## src/rtl/rtc_irq_pkg.sv

```systemverilog
package rtc_irq_pkg;
  // index of each event inside the three-bit latched flag vector
  localparam int unsigned EV_UPD = 0;
  localparam int unsigned EV_ALM = 1;
  localparam int unsigned EV_PER = 2;
  localparam int unsigned N_EV   = 3;
  // position of the event flags and the summary bit in the flag byte
  localparam int unsigned FLAG_LSB = 4;
  localparam int unsigned SUM_BIT  = 7;
endpackage

```

## src/rtl/rtc_alarm_cmp.sv

```systemverilog
module rtc_alarm_cmp #(
  parameter int W = 8,
  parameter int N = 3
) (
  input  logic [N*W-1:0] time_flat,
  input  logic [N*W-1:0] alarm_flat,
  output logic           all_hit
);
  logic [N-1:0] hit;

  for (genvar g = 0; g < N; g++) begin : g_field
    logic [W-1:0] a_b, t_b;
    logic         wild;
    assign a_b  = alarm_flat[g*W +: W];
    assign t_b  = time_flat[g*W +: W];
    assign wild = a_b[W-1] & a_b[W-2];
    assign hit[g] = wild | (a_b == t_b);
  end

  assign all_hit = &hit;
endmodule

```

## src/rtl/rtc_alarm_regs.sv

```systemverilog
module rtc_alarm_regs #(
  parameter int W      = 8,
  parameter int ADDR_W = 4,
  parameter int N      = 3
) (
  input  logic              clk,
  input  logic              rst_n,
  input  logic              we,
  input  logic [ADDR_W-1:0] addr,
  input  logic [W-1:0]      wdata,
  output logic [N*W-1:0]    alarm_flat
);
  logic [W-1:0] alm_q [N];

  always_ff @(posedge clk) begin
    for (int i = 0; i < N; i++) begin
      if (!rst_n)
        alm_q[i] <= '0;
      else if (we && addr == ADDR_W'(2*i+1))
        alm_q[i] <= wdata;
    end
  end

  for (genvar g = 0; g < N; g++) begin : g_flat
    assign alarm_flat[g*W +: W] = alm_q[g];
  end
endmodule

```

## src/rtl/rtc_flag_reg.sv

```systemverilog
module rtc_flag_reg
  import rtc_irq_pkg::*;
(
  input  logic            clk,
  input  logic            rst_n,
  input  logic [N_EV-1:0] evt,
  input  logic [N_EV-1:0] ena,
  input  logic            clr,
  output logic [N_EV-1:0] flag_q,
  output logic            summary
);
  // a fresh event overrides a clear on the same edge
  always_ff @(posedge clk) begin
    if (!rst_n)
      flag_q <= '0;
    else
      flag_q <= (clr ? '0 : flag_q) | evt;
  end

  assign summary = |(flag_q & ena);
endmodule

```

## src/rtl/rtc_alarm_irq.sv

```systemverilog
module rtc_alarm_irq
  import rtc_irq_pkg::*;
#(
  parameter int W         = 8,
  parameter int ADDR_W    = 4,
  parameter int N         = 3,
  parameter int FLAG_ADDR = 12
) (
  input  logic              clk,
  input  logic              rst_n,
  input  logic [W-1:0]      sec_i,
  input  logic [W-1:0]      min_i,
  input  logic [W-1:0]      hour_i,
  input  logic              upd_done_i,
  input  logic              periodic_i,
  input  logic [W-1:0]      ctl_i,
  input  logic              reg_we,
  input  logic              reg_re,
  input  logic [ADDR_W-1:0] reg_addr,
  input  logic [W-1:0]      reg_wdata,
  output logic [W-1:0]      reg_rdata,
  output logic [W-1:0]      flags_o,
  output logic              irq_o
);
  localparam int TW = N * W;

  logic [TW-1:0]   time_flat;
  logic [TW-1:0]   alarm_flat;
  logic            all_hit;
  logic [N_EV-1:0] evt, ena, flag_q;
  logic            summary, clr;

  assign time_flat = {hour_i, min_i, sec_i};

  rtc_alarm_regs #(.W(W), .ADDR_W(ADDR_W), .N(N)) u_regs (
    .clk(clk), .rst_n(rst_n), .we(reg_we), .addr(reg_addr),
    .wdata(reg_wdata), .alarm_flat(alarm_flat)
  );

  rtc_alarm_cmp #(.W(W), .N(N)) u_cmp (
    .time_flat(time_flat), .alarm_flat(alarm_flat), .all_hit(all_hit)
  );

  always_comb begin
    evt         = '0;
    evt[EV_UPD] = upd_done_i;
    evt[EV_ALM] = upd_done_i & all_hit;
    evt[EV_PER] = periodic_i;
  end

  assign ena = ctl_i[FLAG_LSB +: N_EV];
  assign clr = reg_re && (reg_addr == ADDR_W'(FLAG_ADDR));

  rtc_flag_reg u_flags (
    .clk(clk), .rst_n(rst_n), .evt(evt), .ena(ena), .clr(clr),
    .flag_q(flag_q), .summary(summary)
  );

  always_comb begin
    flags_o                       = '0;
    flags_o[FLAG_LSB +: N_EV]     = flag_q;
    flags_o[SUM_BIT]              = summary;
  end

  assign irq_o = summary;

  always_comb begin
    reg_rdata = '0;
    if (reg_addr == ADDR_W'(FLAG_ADDR))
      reg_rdata = flags_o;
    for (int i = 0; i < N; i++) begin
      if (reg_addr == ADDR_W'(2*i))
        reg_rdata = time_flat[i*W +: W];
      if (reg_addr == ADDR_W'(2*i+1))
        reg_rdata = alarm_flat[i*W +: W];
    end
  end
endmodule

```

## config.mk

```make
export PLATFORM = sky130hd
export DESIGN_NAME = rtc_alarm_irq
export DESIGN_NICKNAME = d
export VERILOG_FILES = /design/src/rtl/rtc_irq_pkg.sv /design/src/rtl/rtc_alarm_cmp.sv /design/src/rtl/rtc_alarm_regs.sv /design/src/rtl/rtc_flag_reg.sv /design/src/rtl/rtc_alarm_irq.sv
export SDC_FILE = /design/constraint.sdc
export NUM_CORES = 1
export LEC_CHECK = 0
export BUFFER_PORTS_ARGS = -buffer_cell sky130_fd_sc_hd__clkbuf_2
export CAP_MARGIN = 20
export CORE_UTILIZATION = 40
export DETAILED_ROUTE_END_ITERATION = 7
export PLACE_DENSITY = 0.77
export SLEW_MARGIN = 5
export SYNTH_ARGS = -nofsm -noshare
export SYNTH_HDL_FRONTEND = slang
export SYNTH_SLANG_ARGS = --single-unit
export TNS_END_PERCENT = 10
```

## constraint.sdc

```tcl
create_clock -name clk -period 2.9 [get_ports clk]
set_clock_uncertainty 0.1 [all_clocks]
set_input_delay 0.725 -clock clk [delete_from_list [all_inputs] [get_ports clk]]
set_output_delay 0.725 -clock clk [all_outputs]
set_load 0.01 [all_outputs]
```

==> insert_results.sql <==
INSERT INTO impl_metrics (metric_group, metric, value, unit) VALUES
('die', 'chipHeight', '71.1', 'um'),
('cts', 'cts_num_sinks', '27', ''),
('die', 'overall_die_area', '5050', 'um2'),
('synthesis', 'synthArstFlopShare', '0', '%'),
('pwr', 'combinationalPowerShare', '23.1', '%'),
('worst_hold_path', 'hold_path.class', 'reg -> reg', ''),
('cells_and_area', 'number_of_nets_in_the_finished_design', '306', ''),
('cts', 'h-tree-depth', '1', ''),
('setup_path', 'critPathCaptureType', 'output port', ''),
('setup_path', 'cp.arrival', '1990', 'ps'),
('grt', 'grt_max_degree', '20', ''),
('cts', 'postCtsHoldBufs', '0', ''),
('placement', 'gp_routability_congestion', '0.925', ''),
('placement', 'buffer_ports.inserted', '57', ''),
('die', 'die_w', '71.1', 'um'),
('drt', 'drc', '4', ''),
('pwr', 'leakagePower', '0.000977', 'uW'),
('cts', 'clock_tree_from_tritoncts', 'done', ''),
('synthesis', 'yosys-top-cells-count', '25 x and2_1, 24 x edfxtp_1, 16 x xor2_1, 15 x nand2_1, 9 x nor2_1', ''),
('grt', 'vias_in_the_first_global_route', '1653', ''),
('sta', 'fin_tns_setup', '0', 'ps'),
('drt', 'drt-wirelength-per-cell', '15.4', 'um'),
('sta', 'grt_setup_unrepaired', 'no', ''),
('pwr', 'ir_drop', '222', 'uV'),
('die', 'io_pins', '67', ''),
('die', 'initial_core_util', '42.6', '%'),
('grt', 'grt_usage', '19.7', '%'),
('sta', 'post-route-period-util', '97.1', '%'),
('cts', 'postCtsSetupBuffers', '0', ''),
('synthesis', 'netlist-cell-type-count', '41', ''),
('setup_path', 'timing_worst_setup_path_type', 'in -> out', ''),
('synthesis', 'yosysSeqAreaShare', '40.9', '%'),
('cells_and_area', 'n_antenna_cell', '0', ''),
('cts', 'worstSkewPairLatency', '280', 'ps'),
('sta', 'hold_violations', '0', ''),
('drt', 'detail_route.iter0.violations', '189', ''),
('synthesis', 'yosysWarnings', '0', ''),
('placement', 'place_hpwl', '3.83', 'mm'),
('cts', 'clk_pin_slew_worst_paths', '90', 'ps'),
('pwr', 'portion_of_total_power_attributed_to_the_clock_network', '24.2', '%'),
('pwr', 'switchingPower', '243', 'uW'),
('die', 'floorplan.core_area', '4470', 'um2'),
('drt', 'antenna_violating_nets_post_route', '0', ''),
('drt', 'vias_per_cell', '5.50', ''),
('synthesis', 'synthesis.area', '1910', 'um2'),
('synthesis', 'synthMostInstantiatedCell', 'and2_1', ''),
('setup_path', 'worst-path-max-fanout', '9', ''),
('run_status', 'outcome', 'finished with violations', ''),
('job', 'max_cap_violations', '0', ''),
('run_status', 'violated_checks', 'DRC', ''),
('setup_path', 'reg2reg_setup_slack', '1400', 'ps'),
('grt', 'overflow', '0', ''),
('cts', 'cts.path.max_buffers', '2', ''),
('sta', 'setup_viol', '0', ''),
('synthesis', 'synth_top_flop_cell', 'edfxtp_1', ''),
('grt', 'grt_antenna_before_repair', '0', ''),
('pwr', 'p_sw_share', '27.5', '%'),
('synthesis', 'fraction_of_post_synthesis_cell_area_in_the_top_cell_type_by_area', '37.8', '%'),
('setup_path', 'worst_setup_path_start_kind', 'input port', ''),
('pwr', 'cell_internal_pwr', '639', 'uW'),
('synthesis', 'synthDominantAreaCellType', 'edfxtp_1', ''),
('sta', 'post-route-min-period', '2820', 'ps'),
('cells_and_area', 'post_route_cells_drive_above_1_share', '29.8', '%'),
('sta', 'final-max-slew-violation-count', '0', ''),
('synthesis', 'synthCells', '195', ''),
('synthesis', 'synthTopCellsByArea', 'edfxtp_1 38%, and2_1 8.2%, xor2_1 7.3%', ''),
('sta', 'transition_time_at_the_pin_with_the_least_slew_margin', '567', 'ps'),
('drt', 'detail_route.wirelength', '4.72', 'mm'),
('synthesis', 'syn_avg_cell_area', '9.79', 'um2'),
('pwr', 'power.density', '382', 'nW/um2'),
('sta', 'achievable-frequency', '0.355', 'GHz'),
('die', 'floorplan.rows', '24', ''),
('placement', 'dp_cells', '303', ''),
('cells_and_area', 'syn2layout_area_growth', '21.0', '%'),
('cts', 'cts-buffers-inserted', '3', ''),
('cts', 'clock-root-buffer', 'clkbuf_8', ''),
('drt', 'detail_route.first_pass.iterations', '7', ''),
('pwr', 'power_frac_seq', '52.7', '%'),
('drt', 'routed-via-count', '1690', ''),
('grt', 'global_route_wire_length_before_repair', '7.66', 'mm'),
('sta', 'max-slew-margin-rel', '61.9', '%'),
('cells_and_area', 'final_core_util', '51.6', '%'),
('cells_and_area', 'final_cells', '307', ''),
('synthesis', 'synth_enable_flop_cells', '24', ''),
('synthesis', 'yosys_register_bits', '27', ''),
('setup_path', 'worst-endpoint-required', '2080', 'ps');
==> cell usage in the layout (no fill, tap or decap), drive strengths merged <==
cell type / count
or2: 2
inv: 6
o41ai: 1
nor2: 9
conb: 4
nand3: 4
a22o: 2
nand4: 2
nand3b: 3
clkbuf: 61
a221o: 1
xor2: 16
dfxtp: 3
edfxtp: 24
a21oi: 6
nor4: 5
a222oi: 2
and3: 1
nand2b: 3
a2bb2oi: 6
o21ai: 8
nor4b: 2
xnor2: 8
o31ai: 2
nor2b: 4
buf: 10
nand2: 15
o32ai: 3
and2: 25
mux2i: 4
a22oi: 4
a31oi: 4
mux4: 1
o22ai: 4
==> power by group through the flow <==
stage	logic, uW	registers [uW]	clock network [uW]
after floorplan	122	470	0
after global placement	199	473	0
after detailed placement	201	473	0
after CTS	203	464	215
after global routing	222	468	239
final	204	465	213
==> final cells by class <==
class	count	area (um2)
flip-flops and latches	27	781
repair buffers	67	363
well taps	52	65.1
clock buffers	4	45.0
inverters	6	25.0
fillers	416	2170
multi-input cells	151	1030
==> critical path, stage by stage <==
cell and delay, ps:
clkbuf_2 160, and2_1 220, a22o_1 240, a2bb2oi_1 150
a31oi_1 80, a221o_1 280, clkbuf_2 130
==> per-layer routing <==
| metal | GRT usage [%] | share of wire (%) | routed length [um] | vias to the layer above |
|---|---|---|---|---|
| li1 | - | - | - | 824 |
| met1 | 25.2 | 44 | 2070 | 795 |
| met2 | 34.5 | 49 | 2300 | 62 |
| met3 | 3.28 | 5.7 | 269 | 9 |
| met4 | 5.33 | 1.6 | 76 | 0 |
| met5 | 0 | 0 | 0 | - |
==> per-stage QoR <==
stage,total power [uW],hold slack [ps],setup slack (ps),instance area [um2]
6_report,881,413,83.6,2310
5_1_grt,929,452,12.8,2310
4_1_cts,882,417,53.5,2300
3_5_place_dp,674,405,59.7,2260
3_3_place_gp,672,402,73.8,2260
2_1_floorplan,592,413,181,1920
==> flip-flops by register name (all words and copies together) (netlist names) <==
name	count
u_regs.alm_q	24
u_flags.flag_q	3
==> cells by family (layout without fill, tap and decap cells) <==
| family | Yosys count | count (layout) | synth area share [%] |
|---|---|---|---|
| other | 1 | 4 | 0.197 |
| buffers and inverters | 20 | 77 | 5.84 |
| flip-flops | 27 | 27 | 40.9 |
| XOR/XNOR | 24 | 24 | 11.0 |
| multiplexers | 5 | 5 | 3.28 |
| AO/OA/AOI/OAI | 43 | 43 | 15.7 |
| AND/OR/NAND/NOR | 75 | 75 | 23.0 |
==> final timing paths <==
path	startpoint	to	cells after the start
min	u_flags.flag_q[1]	u_flags.flag_q[1]	2
min reg2reg	u_flags.flag_q[1]	u_flags.flag_q[1]	2
max	reg_addr[2]	reg_rdata[6]	7
max reg2reg	u_regs.alm_q[2][7]	u_flags.flag_q[1]	4
==> repair_timing <==
| item | CTS | global route |
|---|---|---|
| setup endpoints to repair | 0 | 4 |
| endpoints found under the hold margin | 0 | 0 |
| gates resized for setup | 0 | 3 |
(Power assumes the default switching activity.)
